[config.mk]
export PLATFORM = sky130hd
export DESIGN_NAME = pll_scan_reconfig
export DESIGN_NICKNAME = d
export VERILOG_FILES = /design/src/rtl/pllrc_pkg.sv /design/src/rtl/pllrc_done_sync.sv /design/src/rtl/pllrc_shifter.sv /design/src/rtl/pllrc_change_det.sv /design/src/rtl/pll_scan_reconfig.sv
export SDC_FILE = /design/constraint.sdc
export NUM_CORES = 1
export LEC_CHECK = 0
export BUFFER_PORTS_ARGS = -buffer_cell sky130_fd_sc_hd__buf_2
export CORE_ASPECT_RATIO = 1.5
export CORE_UTILIZATION = 55
export CTS_BUF_LIST = sky130_fd_sc_hd__clkbuf_16
export DETAILED_ROUTE_END_ITERATION = 10
export PLACE_DENSITY_LB_ADDON = 0.25
export SLEW_MARGIN = 20
export SYNTH_ARGS = -nofsm -noshare
export SYNTH_HDL_FRONTEND = slang
export SYNTH_SLANG_ARGS = --single-unit
export TNS_END_PERCENT = 1
[constraint.sdc]
create_clock -name clk -period 1.97 [get_ports clk]
set_input_delay 0.394 -clock clk [delete_from_list [all_inputs] [get_ports clk]]
set_output_delay 0.394 -clock clk [all_outputs]
set_load 0.02 [all_outputs]
[src/rtl/pllrc_pkg.sv]
package pllrc_pkg;
    typedef enum logic [2:0] {
        ST_IDLE,
        ST_LEAD,
        ST_SHIFT,
        ST_UPDATE,
        ST_WAIT,
        ST_PRST,
        ST_DONE,
        ST_TOUT
    } state_t;
endpackage

[src/rtl/pllrc_done_sync.sv]
module pllrc_done_sync (
    input  logic clk,
    input  logic rst_n,
    input  logic done_async,
    output logic done_fall
);
    logic meta_q, sync_q, prev_q;

    always_ff @(posedge clk or negedge rst_n) begin
        if (!rst_n) begin
            meta_q <= 1'b0;
            sync_q <= 1'b0;
            prev_q <= 1'b0;
        end else begin
            meta_q <= done_async;
            sync_q <= meta_q;
            prev_q <= sync_q;
        end
    end

    assign done_fall = prev_q & ~sync_q;
endmodule

[src/rtl/pllrc_shifter.sv]
module pllrc_shifter #(
    parameter int CHAIN_LEN = 144
) (
    input  logic                 clk,
    input  logic                 rst_n,
    input  logic                 load,
    input  logic [CHAIN_LEN-1:0] word,
    input  logic                 shift,
    output logic                 sdo,
    output logic                 last
);
    localparam int CW = $clog2(CHAIN_LEN + 1);

    logic [CHAIN_LEN-1:0] sreg_q;
    logic [CW-1:0]        cnt_q;

    always_ff @(posedge clk or negedge rst_n) begin
        if (!rst_n) begin
            sreg_q <= '0;
            cnt_q  <= '0;
        end else if (load) begin
            sreg_q <= word;
            cnt_q  <= '0;
        end else if (shift) begin
            sreg_q <= {sreg_q[CHAIN_LEN-2:0], 1'b0};
            cnt_q  <= cnt_q + 1'b1;
        end
    end

    assign sdo  = sreg_q[CHAIN_LEN-1];
    assign last = (cnt_q == CW'(CHAIN_LEN - 1));
endmodule

[src/rtl/pllrc_change_det.sv]
module pllrc_change_det #(
    parameter int                 CHAIN_LEN   = 144,
    parameter logic [CHAIN_LEN-1:0] CHANGE_MASK = {CHAIN_LEN{1'b1}}
) (
    input  logic                 clk,
    input  logic                 rst_n,
    input  logic                 load,
    input  logic [CHAIN_LEN-1:0] word,
    output logic                 changed
);
    logic [CHAIN_LEN-1:0] shadow_q;
    logic                 chg_q;

    always_ff @(posedge clk or negedge rst_n) begin
        if (!rst_n) begin
            shadow_q <= '0;
            chg_q    <= 1'b0;
        end else if (load) begin
            shadow_q <= word;
            chg_q    <= |((word ^ shadow_q) & CHANGE_MASK);
        end
    end

    assign changed = chg_q;
endmodule

[src/rtl/pll_scan_reconfig.sv]
module pll_scan_reconfig
    import pllrc_pkg::*;
#(
    parameter int                   CHAIN_LEN      = 144,
    parameter int                   RST_CYCLES     = 2,
    parameter int                   TIMEOUT_CYCLES = 4096,
    parameter logic [CHAIN_LEN-1:0] CHANGE_MASK    = {CHAIN_LEN{1'b1}}
) (
    input  logic                 clk,
    input  logic                 rst_n,
    input  logic                 start,
    input  logic [CHAIN_LEN-1:0] cfg_word,
    input  logic                 done_in,
    output logic                 scan_en,
    output logic                 scan_data,
    output logic                 cfg_update,
    output logic                 pll_reset,
    output logic                 busy,
    output logic                 complete,
    output logic                 timeout_err
);
    localparam int LIMIT = (TIMEOUT_CYCLES > RST_CYCLES) ? TIMEOUT_CYCLES : RST_CYCLES;
    localparam int TW    = $clog2(LIMIT + 1);

    state_t        state_q, state_d;
    logic [TW-1:0] tmr_q;
    logic          load, shift, sdo, last, changed, done_fall;

    assign load  = (state_q == ST_IDLE) && start;
    assign shift = (state_q == ST_SHIFT);

    pllrc_done_sync u_sync (
        .clk        (clk),
        .rst_n      (rst_n),
        .done_async (done_in),
        .done_fall  (done_fall)
    );

    pllrc_shifter #(.CHAIN_LEN(CHAIN_LEN)) u_shift (
        .clk   (clk),
        .rst_n (rst_n),
        .load  (load),
        .word  (cfg_word),
        .shift (shift),
        .sdo   (sdo),
        .last  (last)
    );

    pllrc_change_det #(.CHAIN_LEN(CHAIN_LEN), .CHANGE_MASK(CHANGE_MASK)) u_cmp (
        .clk     (clk),
        .rst_n   (rst_n),
        .load    (load),
        .word    (cfg_word),
        .changed (changed)
    );

    // next-state logic
    always_comb begin
        state_d = state_q;
        unique case (state_q)
            ST_IDLE:   if (start) state_d = ST_LEAD;
            ST_LEAD:   state_d = ST_SHIFT;
            ST_SHIFT:  if (last) state_d = ST_UPDATE;
            ST_UPDATE: state_d = ST_WAIT;
            ST_WAIT: begin
                if (done_fall)
                    state_d = changed ? ST_PRST : ST_DONE;
                else if (tmr_q == TW'(TIMEOUT_CYCLES - 1))
                    state_d = ST_TOUT;
            end
            ST_PRST:   if (tmr_q == TW'(RST_CYCLES - 1)) state_d = ST_DONE;
            ST_DONE:   state_d = ST_IDLE;
            ST_TOUT:   state_d = ST_IDLE;
            default:   state_d = ST_IDLE;
        endcase
    end

    // state register
    always_ff @(posedge clk or negedge rst_n) begin
        if (!rst_n) state_q <= ST_IDLE;
        else        state_q <= state_d;
    end

    // dwell timer, restarts on each state change
    always_ff @(posedge clk or negedge rst_n) begin
        if (!rst_n)                  tmr_q <= '0;
        else if (state_d != state_q) tmr_q <= '0;
        else                         tmr_q <= tmr_q + 1'b1;
    end

    // outputs
    always_comb begin
        scan_en     = 1'b0;
        scan_data   = 1'b0;
        cfg_update  = 1'b0;
        pll_reset   = 1'b0;
        complete    = 1'b0;
        timeout_err = 1'b0;
        busy        = 1'b1;
        unique case (state_q)
            ST_IDLE:   busy = 1'b0;
            ST_LEAD:   scan_en = 1'b1;
            ST_SHIFT: begin
                scan_en   = 1'b1;
                scan_data = sdo;
            end
            ST_UPDATE: cfg_update = 1'b1;
            ST_WAIT:   ;
            ST_PRST:   pll_reset = 1'b1;
            ST_DONE:   complete = 1'b1;
            ST_TOUT:   timeout_err = 1'b1;
            default:   busy = 1'b0;
        endcase
    end
endmodule

Word-level counts from Yosys, hierarchy flattened

Index checks and enable logic that the tools add are counted.

Input port bits: 148
Bits in read-only memories: 0
Bits in latches: 0
Logic and storage cells: 50
Output and inout port bits: 7
Memory bits (writable): 0
Memories: 0
Register bits after elaboration: 316

Mux-type cells: 19
Order comparisons: 0
Eq/ne operators: 11
Multipliers: 0
Add/subtract/negate cells: 2
Shift operators: 0
Reductions and logical operators: 6
Bitwise gates (word level): 3
Div/mod/pow operators: 0

Operator list:

| cell                                            | number |
|---|---|
| two-way mux 144 bit                             | 2 |
| OR reduction 144 bit                            | 1 |
| bitwise XOR 144 bit                             | 1 |
| case mux 3 bit (7 select lines)                 | 1 |
| two-way mux 8 bit                               | 2 |
| two-way mux 3 bit                               | 5 |
| adder 13 x 1 -> 13 bit, second input constant   | 1 |
| == test 13 x 1 -> 1 bit, second input constant  | 1 |
| == test 13 x 12 -> 1 bit, second input constant | 1 |
| two-way mux 13 bit                              | 1 |
| == test 3 bit, second input constant            | 4 |
| adder 8 x 1 -> 8 bit, second input constant     | 1 |
| == test 8 bit, second input constant            | 1 |
| two-way mux 1 bit                               | 7 |
| == test 3 x 2 -> 1 bit, second input constant   | 2 |
| OR reduction 2 bit                              | 2 |
| == test 3 x 1 -> 1 bit, second input constant   | 1 |
| zero test 3 bit                                 | 1 |
| != test 3 bit                                   | 1 |
| two-way mux 2 bit                               | 1 |
| nonzero test 2 bit                              | 1 |
| bitwise AND 1 bit                               | 1 |
| logical AND 1 bit                               | 1 |
| inverter 1 bit                                  | 1 |

Longest topological paths before layout

Gate-level depths: netlist of the first run.

Word-level depth: 6
Mapped depth: 8
Depth with buffers taken out: 7

Cells and area by module

From an unflattened synthesis of the first run, not the netlist that was laid out.

Cells, all modules: 1,368
Area, all modules: 15,175.8 µm²

By module, submodules not included:

| module            | area an instance (µm²) | cells each | sequential area each (µm²) | times used |
|---|---|---|---|---|
| pllrc_change_det  | 7,033.0                | 592        | 3,628.5                    | 1 |
| pllrc_shifter     | 6,993.0                | 663        | 3,803.6                    | 1 |
| pll_scan_reconfig | 1,061.0                | 109        | 400.4                      | 1 |
| pllrc_done_sync   | 88.8                   | 4          | 75.1                       | 1 |

Worst setup path after synthesis of the first run

OpenSTA, ideal clock, no wires.

Kind: reg-to-reg
Start: register tmr_q[0]
End: register tmr_q[10]
Setup time: 119 ps
Data required time: 1,851 ps
Path buffers: 1
Clock period less this slack: 1,813 ps
Path slack: 157 ps
Cell stages (with the launch flop): 8
Data arrival time: 1,694 ps
Cells stage by stage: dfrtp_1 ha_1 nand3_2 o41a_1 o41ai_2 o2bb2ai_2 buf_6 nor2_1

Cells in the longest elaborated chain, start to end: 6
Elaborated cells between the ends (all ways): 9
Classes of those cells: add/sub (1); eq/ne (3); mux (5)

Ends and longest elaborated chain:

| what                            | RTL line                | text |
|---|---|---|
| from (decl)                     | pll_scan_reconfig.sv:26 | `logic [TW-1:0] tmr_q;` |
| from (signal assigned)          | pll_scan_reconfig.sv:88 | `else tmr_q <= tmr_q + 1'b1;` |
| == test 13 x 12 -> 1 bit        | pll_scan_reconfig.sv:68 | `else if (tmr_q == TW'(TIMEOUT_CYCLES - 1))` |
| two-way mux 3 bit               | pll_scan_reconfig.sv:68 |  |
| two-way mux 3 bit               | pll_scan_reconfig.sv:66 | `if (done_fall)` |
| case mux 3 bit (7 select lines) | pll_scan_reconfig.sv:60 | `unique case (state_q)` |
| != test 3 bit                   | pll_scan_reconfig.sv:87 | `else if (state_d != state_q) tmr_q <= '0;` |
| two-way mux 13 bit *            | pll_scan_reconfig.sv:87 |  |

Mark *: on every way between the ends. The rest lies on a longest branch, timed or not.
A chain may end at the register's enable or synchronous reset.

Final worst setup path of the first run

Start: register state_q[2]
End: output pll_reset

Cells in the longest elaborated chain, start to end: 2

Ends and longest elaborated chain:

| what                   | RTL line                 | text |
|---|---|---|
| from (decl)            | pll_scan_reconfig.sv:25  | `state_t state_q, state_d;` |
| from (signal assigned) | pll_scan_reconfig.sv:81  | `else state_q <= state_d;` |
| == test 3 bit          | pll_scan_reconfig.sv:100 | `unique case (state_q)` |
| two-way mux 1 bit      | pll_scan_reconfig.sv:100 |  |
| to (decl)              | pll_scan_reconfig.sv:17  | `output logic pll_reset,` |

No other way between the ends.

==> results of run 1 <==
metrics by stage:
stage | cells | hold slack (ps) | worst slack (ps) | setup TNS [ps] | total power [mW]
final | 2081 | 82.5 | -15.8 | -15.8 | 27.0
after floorplan | 1560 | 98.4 | 157 | 0 | 17.3
after detailed placement | 2018 | 348 | -187 | -187 | 21.0
after global placement | 2018 | 346 | -174 | -174 | 20.6
after global routing | 2079 | 95.2 | -67.1 | -641 | 28.7
after CTS | 2080 | 73.0 | -66.6 | -166 | 26.9
layer usage:
metal / global-route usage / wire length, um / vias up
met1: 0.380 / 14900 / 5578
met5: 0 / 0 / -
met3: 0.0454 / 2410 / 89
met2: 0.508 / 18800 / 417
met4: 0.156 / 2100 / 0
li1: - / - / 5375
logic make-up after synthesis:
| group | after synthesis |
|---|---|
| AND/OR/NAND/NOR | 954 |
| XOR/XNOR | 154 |
| AO/OA/AOI/OAI | 53 |
| flip-flops | 316 |
| buffers and inverters | 80 |
| adder cells (fa/ha/maj) | 3 |
timing repair:
| item | 4_1_cts | 5_1_grt |
|---|---|---|
| pin swaps | 1 | 1 |
| gates resized for setup | 7 | 13 |
| setup buffers | 5 | 1 |
| endpoints found under the setup margin | 6 | 90 |
| endpoints found under the hold margin | 42 | 0 |
| gates cloned | 1 | 0 |
| hold buffers | 2 | 0 |
worst max-delay path by stage:
stage / start / endpoint / slack, ps / cells past startpoint
2_1_floorplan: tmr_q[0]$_DFF_PN0_ / tmr_q[10]$_DFF_PN0_ / 160 / 7
3_3_place_gp: cfg_word[27] / u_cmp.changed$_DFFE_PN0P_ / -170 / 6
3_5_place_dp: cfg_word[27] / u_cmp.changed$_DFFE_PN0P_ / -190 / 6
4_1_cts: state_q[0]$_DFF_PN0_ / scan_data / -70 / 4
5_1_grt: state_q[2]$_DFF_PN0_ / pll_reset / -70 / 4
6_report: state_q[2]$_DFF_PN0_ / pll_reset / -20 / 4
Yosys cell counts (2+ instances only):
| master | instances | share of area |
|---|---|---|
| and3_1 | 3 | 0.0013 |
| o21ai_0 | 8 | 0.0029 |
| a22oi_1 | 26 | 0.014 |
| o22ai_1 | 3 | 0.0013 |
| nand2_1 | 722 | 0.19 |
| dfrtp_1 | 316 | 0.57 |
| nor4b_1 | 3 | 0.0019 |
| nand2b_1 | 4 | 0.0018 |
| nand3_1 | 120 | 0.043 |
| nor2b_1 | 7 | 0.0031 |
| ha_1 | 3 | 0.0027 |
| inv_1 | 9 | 0.0024 |
| xnor2_1 | 20 | 0.013 |
| clkbuf_1 | 37 | 0.0099 |
| a31oi_1 | 2 | 0.00089 |
| nor3_1 | 4 | 0.0014 |
| nor2_1 | 30 | 0.0081 |
| buf_2 | 22 | 0.0079 |
| nor4_1 | 36 | 0.016 |
| buf_1 | 11 | 0.0030 |
| xor2_1 | 134 | 0.084 |
| a2111oi_0 | 2 | 0.0013 |
| nand4_1 | 16 | 0.0072 |
| a21oi_1 | 3 | 0.0011 |
| and2_1 | 2 | 0.00089 |
report_power, final:
group,total (mW),internal [mW],switching [mW]
Combinational,9.97,3.76,6.22
Sequential,11.3,9.49,1.82
Clock,5.67,3.21,2.46
Total,27.0,16.5,10.5
sequential cells by signal (all words and copies together), names as in the netlist:
| signal | count |
|---|---|
| state_q | 3 |
| tmr_q | 13 |
| u_cmp.changed | 1 |
| u_cmp.shadow_q | 144 |
| u_shift.cnt_q | 8 |
| u_shift.sreg_q | 144 |
| u_sync.meta_q | 1 |
| u_sync.prev_q | 1 |
| u_sync.sync_q | 1 |
layout make-up:
cell class	instances	area (um2)
diodes	2	5.00
clock buffers	31	776
clock inverters	23	170
fillers	2020	8500
inverters	9	33.8
multi-input cells	1164	5820
flip-flops and latches	316	7910
well taps	328	410
repair buffers	208	1430
worst max-delay path, delay by kind of cell, from the launching register on:
family / cells / cell delay (ps)
AND/OR/NAND/NOR: 2 / 210
buffers and inverters: 2 / 360
flip-flops: 1 / 470
==> impl_metrics.json, run 1 <==
{
  "min_delay_worst_endpoint": "u_cmp.shadow_q[34]$_DFFE_PN0P_",
  "synth_edf_count": 0,
  "portBuffers": 154,
  "clk_pin_slew_ps": 60,
  "ys_seq_elements": 316,
  "wl_per_cell_um": 18.3,
  "synthSimpleGateAreaFrac": 0.283,
  "cts_buffers": 31,
  "vias": 11500,
  "max-vdd-ir-drop_v": 0.000975,
  "start_kind": "flop",
  "crit_top_cell": "buf_4",
  "max_stage_delay_ps": 470,
  "drive_above_1_share": 0.149,
  "cts_tree": "built",
  "ios": 155,
  "finClkSkew_ps": 12.2,
  "final_common_cell": "nand2_1",
  "finish.net_count": 1881,
  "finalSetupViolCount": 1,
  "path_class": "reg2out",
  "cts_htree_levels": 1,
  "syn_to_final_growth_pct": 18.4,
  "max_cap_violations": 0,
  "layout_min_cycle_time_ps": 1990,
  "slew_headroom": 0.640,
  "core_region_area_mm2": 0.0251,
  "globalRouteOverflowTotal": 0,
  "yosysWarningCount": 0,
  "grtUsageTotal": 0.302,
  "powerDensity_mw_per_mm2": 1630,
  "fmax_mhz": 504,
  "syn_avg_cell_area_um2": 8.96,
  "reg2reg_slack_ps": 60,
  "fp.dieW_um": 132,
  "ys.flop_type": "dfrtp_1",
  "final_cell_mix": "nand2_1, dfrtp_1, buf_2, xor2_1, nand3_1",
  "grt_start_max_net_pins": 107,
  "worstHoldPathType": "in2reg",
  "antenna_found_initial": 1,
  "worst-slew-pin-transition_ps": 538,
  "worstPathMaxFanout": 8,
  "async_flop_share": 1.00,
  "grt_setup_unrepaired": "yes",
  "synth_nets": 1711,
  "drc_errors": 0,
  "fin_util": 0.661,
  "synthAdderAreaFrac": 0.00268,
  "via_per_inst": 5.51,
  "first_global_vias": 11300,
  "worstRegToRegCells": 7,
  "r2r-end": "u_shift.sreg_q[67]$_DFFE_PN0P_",
  "ys_seq_area_frac": 0.566,
  "synthCells": 1560,
  "holdCritStartpoint": "cfg_word[34]",
  "cp.arrival_ps": 1590,
  "cts.sinks": 316,
  "holdPathStages": 3,
  "synth_top_family_by_area": "simple AND/OR/NAND/NOR gates",
  "root_buffer": "clkbuf_16",
  "rows": 71,
  "fin_ws_ps": -15.8,
  "synth_compound_area_frac": 0.0280,
  "die_h_um": 197,
  "synth_xor_area_frac": 0.0965,
  "r2r_start": "state_q[1]$_DFF_PN0_",
  "wl_um": 38200,
  "hold_viol": 0,
  "antenna_left": 0,
  "syn_area_mm2": 0.0140,
  "endpoint_kind": "primary output",
  "violations": "setup timing",
  "drt-initial-drc-count": 1038,
  "start_util": 0.558,
  "clock_path_buffers": 3,
  "insertion_delay_ps": 550,
  "p_leak_nw": 8.64,
  "synthDistinctLibCells": 42,
  "die_area_mm2": 0.0261,
  "status": "finished with violations",
  "drtPass1Iterations": 5,
  "final_max_slew_viol_count": 0,
  "place_area_mm2": 0.0154,
  "synth_mux_area_frac": 0,
  "gp_congestion": 0.877,
  "hpwl_um": 26700,
  "stdcell_area_mm2": 0.0166,
  "required_ps": 1580,
  "critPathSlowestCell": "dfrtp_2",
  "period_share": 1.01,
  "grt_pass1_wl_um": 60500,
  "crit_chain": "buf_4 > nand2_1 > nor2_2 > buf_4"
}
Note: power is estimated with default switching activity, not from simulation.
==> run 2, diff against run 1 <==
--- a/config.mk
+++ b/config.mk
@@ -9,10 +9,12 @@
 export CORE_ASPECT_RATIO = 1.5
 export CORE_UTILIZATION = 55
 export CTS_BUF_LIST = sky130_fd_sc_hd__clkbuf_16
+export CTS_CLUSTER_DIAMETER = 100
 export DETAILED_ROUTE_END_ITERATION = 10
 export PLACE_DENSITY_LB_ADDON = 0.25
 export SLEW_MARGIN = 20
 export SYNTH_ARGS = -nofsm -noshare
 export SYNTH_HDL_FRONTEND = slang
+export SYNTH_HIERARCHICAL = 1
 export SYNTH_SLANG_ARGS = --single-unit
 export TNS_END_PERCENT = 1
==> run 2 against run 1 <==
Against the previous run:
- the flow still finishes with violations (setup timing)
- synthesized cell count is 12% lower
- clock skew grew 5.7 ps
- core utilization rose by 0.17 points
- area after synthesis up 8.5%
- final area increased by 8.9%
- clock power is essentially flat
- count of clock-buffer cells in the layout did not move
- non-clock buffer count rose by 47
- critical endpoint is now scan_data
- die area is 8.4% higher
- via count down 2.0%
- register-to-register slack worse by 120 ps
- largest cell class unchanged
- power grew 5.8%
==> impl_metrics.json, run 2 <==
{
  "status": "finished with violations",
  "violations": "setup timing",
  "antenna_found_initial": 2,
  "fmax_mhz": 482,
  "ios": 155,
  "root_buffer": "clkbuf_16",
  "period_share": 1.05,
  "required_ps": 1580,
  "synth_edf_count": 0,
  "worst-slew-pin-transition_ps": 528,
  "rows": 74,
  "final_common_cell": "dfrtp_1",
  "fillers": 2122,
  "p_leak_nw": 7.81,
  "instances_no_fill": 1949,
  "endpoint_kind": "primary output",
  "top_regs": "u_cmp/shadow_q: 144 flops, u_shift/sreg_q: 144 flops, tmr_q: 13 flops",
  "wl_um": 40200,
  "ys.flop_type": "dfrtp_1",
  "wl_per_cell_um": 20.6,
  "worstPathMaxFanout": 4,
  "ys_seq_elements": 316,
  "cts.sinks": 316,
  "multi_input_area_mm2": 0.00675,
  "path_class": "reg2out",
  "portBuffers": 154,
  "clock_path_buffers": 3,
  "cp.arrival_ps": 1680,
  "drt-initial-drc-count": 667,
  "synthCells": 1368,
  "globalRouteOverflowTotal": 0,
  "max-vdd-ir-drop_v": 0.00136,
  "die_h_um": 205,
  "grt_pass1_wl_um": 61400,
  "layout_min_cycle_time_ps": 2070,
  "grtUsageTotal": 0.292,
  "antenna_left": 0,
  "die_area_mm2": 0.0283,
  "async_flop_share": 1.00,
  "yosysWarningCount": 6,
  "yosysTopAreaCell": "dfrtp_1",
  "start_kind": "flop",
  "ys_seq_area_frac": 0.521,
  "clk_pin_slew_ps": 70,
  "hpwl_um": 30200,
  "fin_util": 0.663,
  "finClkSkew_ps": 17.9,
  "drive_above_1_share": 0.278,
  "drtPass1Iterations": 5,
  "final_max_slew_viol_count": 0,
  "synthDistinctLibCells": 58,
  "worstHoldPathType": "in2reg",
  "syn_avg_cell_area_um2": 11.1,
  "place_inst": 1880,
  "via_per_inst": 5.76,
  "vias": 11200,
  "power_mw": 28.5,
  "syn_area_mm2": 0.0152,
  "final_cell_mix": "dfrtp_1, nand2_1, o21ai_0, buf_2, mux2i_1",
  "start_util": 0.558,
  "hold_viol": 0,
  "pre_cts_slack_ps": -319,
  "insertion_delay_ps": 560,
  "cts_htree_levels": 1,
  "synthTopCellsByArea": "dfrtp_1, mux2i_1, mux2_2",
  "grt_setup_unrepaired": "yes",
  "grt_start_max_net_pins": 97,
  "finalSetupViolCount": 25,
  "slew_headroom": 0.646,
  "fp.dieW_um": 138,
  "cts_buffers": 30,
  "timing.hold.ws_ps": 78.7,
  "core_region_area_mm2": 0.0272,
  "max_cap_violations": 0,
  "gp_congestion": 0.950,
  "synth_commonest_cells": "dfrtp_1, nand2_1, o21ai_0",
  "first_global_vias": 11500,
  "powerDensity_mw_per_mm2": 1580,
  "synth_nets": 1519,
  "ff_latch_area_mm2": 0.00791,
  "drc_errors": 0,
  "synth_top_area_frac": 0.521,
  "fin_ws_ps": -104,
  "syn_to_final_growth_pct": 18.8,
  "finish.net_count": 1732,
  "synth.most_common_cell": "dfrtp_1",
  "cts_tree": "built"
}
[run 2: worst paths after layout]
kind,startpoint,cells past startpoint,end,slack (ps)
min in group asynchronous,rst_n,2,tmr_q[4]$_DFF_PN0_,340
max reg2reg,u_cmp/shadow_q[142]$_DFFE_PN0P_,6,u_cmp/changed$_DFFE_PN0P_,-60
min reg2reg,u_sync/meta_q$_DFF_PN0_,0,u_sync/sync_q$_DFF_PN0_,350
max,state_q[1]$_DFF_PN0_,6,scan_data,-100
max in group asynchronous,rst_n,3,u_shift/sreg_q[105]$_DFFE_PN0P_,930
min,cfg_word[41],3,u_shift/sreg_q[41]$_DFFE_PN0P_,80
[run 2: area by class of cell]
cell class | count | area share
inverters | 53 | 0.0113
repair buffers | 255 | 0.0984
diodes | 3 | 0.000416
well taps | 342 | 0.0237
clock inverters | 24 | 0.0102
multi-input cells | 925 | 0.374
clock buffers | 31 | 0.0430
flip-flops and latches | 316 | 0.438
[run 2: metrics by stage]
step                      instance area (um2)  setup TNS [ps]
after CTS                               18000            -214
final                                   18000            -440
after global routing                    18000           -7960
after floorplan                         15200           -2680
after global placement                  16800            -342
after detailed placement                16800            -434
[run 2: repair_timing]
action | in CTS | in global routing
setup endpoints to repair | 8 | 180
pin swaps | 6 | 0
gates resized for setup | 19 | 11
hold buffers | 2 | 0
buffers inserted | 9 | 0
hold endpoints to repair | 42 | 0
[run 2: logic make-up after synthesis]
kind of cell             count (synthesis)  share of synthesized area
AND/OR/NAND/NOR                        320                      0.103
adder cells (fa/ha/maj)                  3                    0.00247
AO/OA/AOI/OAI                          236                     0.0906
multiplexers                           259                      0.180
flip-flops                             316                      0.521
XOR/XNOR                               107                     0.0618
buffers and inverters                  127                     0.0404
[run 2: where the power goes]
group	switching [mW]	leakage (nW)	internal, mW	total, mW
sequential	1.86	3.86	9.60	11.5
clock	2.44	0.489	3.22	5.66
combinational	5.87	3.47	5.52	11.4
[run 2: critical path: stages (launching register included)]
cell,delay [ps]
dfrtp_1,430
buf_6,140
inv_6,30
nor3_4,140
buf_6,130
and2_4,130
buf_6,110
[run 2: layer usage]
layer / vias to the layer above / wire, um / global-route usage
met4: 0 / 2290 / 0.175
met3: 97 / 1960 / 0.0379
met2: 339 / 20900 / 0.510
met5: - / 0 / 0
met1: 5598 / 15100 / 0.336
li1: 5192 / - / -
==> run 3, diff against run 2 <==
--- a/config.mk
+++ b/config.mk
@@ -12,6 +12,7 @@
 export CTS_CLUSTER_DIAMETER = 100
 export DETAILED_ROUTE_END_ITERATION = 10
 export PLACE_DENSITY_LB_ADDON = 0.25
+export REMOVE_ABC_BUFFERS = 1
 export SLEW_MARGIN = 20
 export SYNTH_ARGS = -nofsm -noshare
 export SYNTH_HDL_FRONTEND = slang
==> run 3 against run 2 <==
Against the previous run:
- the run still ends with setup timing left
- power is 1.0% higher
- clock skew is 3.1 ps lower
- combinational power hardly changed
- hold slack worse by 5.2 ps
- wire length is 2.3% lower
- first-iteration DRC count is 2.4% lower
- register-to-register slack worse by 40 ps
- clock power is 0.7% higher
- final area is 1.6% higher
- worst setup slack better by 5.6 ps
- critical endpoint is now u_cmp/shadow_q[116]$_DFFE_PN0P_
- largest cell class unchanged
==> impl_metrics.json, run 3 (same netlist as run 2, synthesis figures left out) <==
{
  "wl_um": 39300,
  "portBuffers": 154,
  "period_share": 1.05,
  "required_ps": 2420,
  "first_global_vias": 11200,
  "cts.sinks": 316,
  "vias": 11100,
  "hpwl_um": 28600,
  "startpoint": "state_q[1]$_DFF_PN0_",
  "drtPass1Iterations": 7,
  "top_regs": "u_cmp/shadow_q: 144 flops, u_shift/sreg_q: 144 flops, tmr_q: 13 flops",
  "finalSetupViolCount": 102,
  "start_kind": "flop",
  "final_common_cell": "dfrtp_1",
  "slew_headroom": 0.627,
  "max_stage_delay_ps": 400,
  "antenna_left": 0,
  "final_cell_mix": "dfrtp_1, nand2_1, o21ai_0, buf_2, mux2i_1",
  "endpoint_kind": "flop",
  "fp.dieW_um": 138,
  "fin_ws_ps": -98.5,
  "layout_min_cycle_time_ps": 2070,
  "cts_buffers": 31,
  "rows": 74,
  "syn_to_final_growth_pct": 20.7,
  "p_leak_nw": 7.98,
  "top_layer_used": "met5",
  "cts_tree": "built",
  "start_util": 0.558,
  "finish.net_count": 1743,
  "wl_per_cell_um": 20.1,
  "endpoint": "u_cmp/shadow_q[116]$_DFFE_PN0P_",
  "crit_chain": "buf_4 > or3_4 > nor2_4 > buf_12 > buf_12 > buf_12 > mux2_2",
  "timing.hold.ws_ps": 73.5,
  "r2r_start": "state_q[1]$_DFF_PN0_",
  "worstPathMaxFanout": 33,
  "multi_input_area_mm2": 0.00680,
  "cts_htree_levels": 1,
  "die_h_um": 205,
  "drive_above_1_share": 0.282,
  "worstHoldPathType": "in2reg",
  "grt_pass1_wl_um": 59800,
  "via_per_inst": 5.65,
  "powerDensity_mw_per_mm2": 1570,
  "power_mw": 28.8,
  "drt-initial-drc-count": 651,
  "r2r-end": "u_cmp/shadow_q[116]$_DFFE_PN0P_",
  "final_max_slew_viol_count": 0,
  "gp_congestion": 0.873,
  "path_class": "reg2reg",
  "max-vdd-ir-drop_v": 0.00130,
  "die_area_mm2": 0.0283,
  "crit_top_cell": "buf_12",
  "ios": 155,
  "clk_pin_slew_ps": 60,
  "routed-wl-met3_um": 1850,
  "grtUsageTotal": 0.282,
  "worstRegToRegCells": 7,
  "route.met2.wl_um": 19900,
  "ff_latch_area_mm2": 0.00791,
  "insertion_delay_ps": 570,
  "drc_errors": 0,
  "finClkSkew_ps": 14.8,
  "globalRouteOverflowTotal": 0,
  "clock_path_buffers": 3,
  "antenna_found_initial": 4,
  "cp.arrival_ps": 2520,
  "wl_met1_um": 15500,
  "root_buffer": "clkbuf_16",
  "max_cap_violations": 0,
  "grt_start_max_net_pins": 56,
  "hold_viol": 0,
  "reg2reg_slack_ps": -100,
  "violations": "setup timing",
  "fmax_mhz": 483,
  "fillers": 2098,
  "status": "finished with violations",
  "grt_setup_unrepaired": "yes",
  "critPathSlowestCell": "dfrtp_1",
  "core_region_area_mm2": 0.0272,
  "worst-slew-pin-transition_ps": 558
}
## run 3: per-stage QoR
| step | setup TNS (ps) | setup WS (ps) | util | cell area [um2] | std cells |
|---|---|---|---|---|---|
| floorplan | -4376420 | -15240 | - | 14800 | 1294 |
| finish | -4070 | -98.5 | 0.673 | 18300 | 1959 |
| CTS | -264 | -89.0 | 0.665 | 18100 | 1950 |
| global route | -10680 | -133 | 0.673 | 18300 | 1958 |
| detailed placement | -662 | -88.9 | 0.624 | 17000 | 1884 |
| global placement | -107 | -48.0 | 0.624 | 17000 | 1884 |
## run 3: routing by layer
metal / global-route usage / vias to the layer above
li1: - / 5206
met3: 0.0409 / 82
met2: 0.483 / 265
met1: 0.341 / 5505
met5: 0 / -
met4: 0.145 / 4
## run 3: where the power goes
group / internal [mW] / switching, mW
clock: 3.22 / 2.48
combinational: 5.84 / 5.65
sequential: 9.60 / 2.02
total: 18.7 / 10.1
## run 3: critical path, delay by kind of cell, from the launching register on
family / cells / cell delay [ps]
buffers and inverters: 4 / 620
AND/OR/NAND/NOR: 2 / 550
flip-flops: 1 / 400
multiplexers: 1 / 350
## run 3: repair_timing
item                                    CTS  global route
endpoints found under the hold margin    47             0
setup buffers                             8             7
gates resized for setup                  20            39
pin swaps                                 6             6
hold buffers                              2             0
endpoints found under the setup margin   16           143
## run 3: worst min-delay path by stage
stage,slack [ps],depth (start not counted),from,end
6_report,70,3,cfg_word[62],u_shift/sreg_q[62]$_DFFE_PN0P_
3_3_place_gp,340,0,u_sync/meta_q$_DFF_PN0_,u_sync/sync_q$_DFF_PN0_
5_1_grt,80,3,cfg_word[62],u_shift/sreg_q[62]$_DFFE_PN0P_
2_1_floorplan,100,0,rst_n,state_q[0]$_DFF_PN0_
4_1_cts,40,3,cfg_word[62],u_shift/sreg_q[62]$_DFFE_PN0P_
3_5_place_dp,330,0,u_sync/meta_q$_DFF_PN0_,u_sync/sync_q$_DFF_PN0_
## run 3: area by class of cell
class	instances	area share
multi-input cells	925	0.371
repair buffers	265	0.110
clock inverters	25	0.0100
clock buffers	31	0.0423
diodes	2	0.000273
inverters	53	0.0109
flip-flops and latches	316	0.432
well taps	342	0.0234
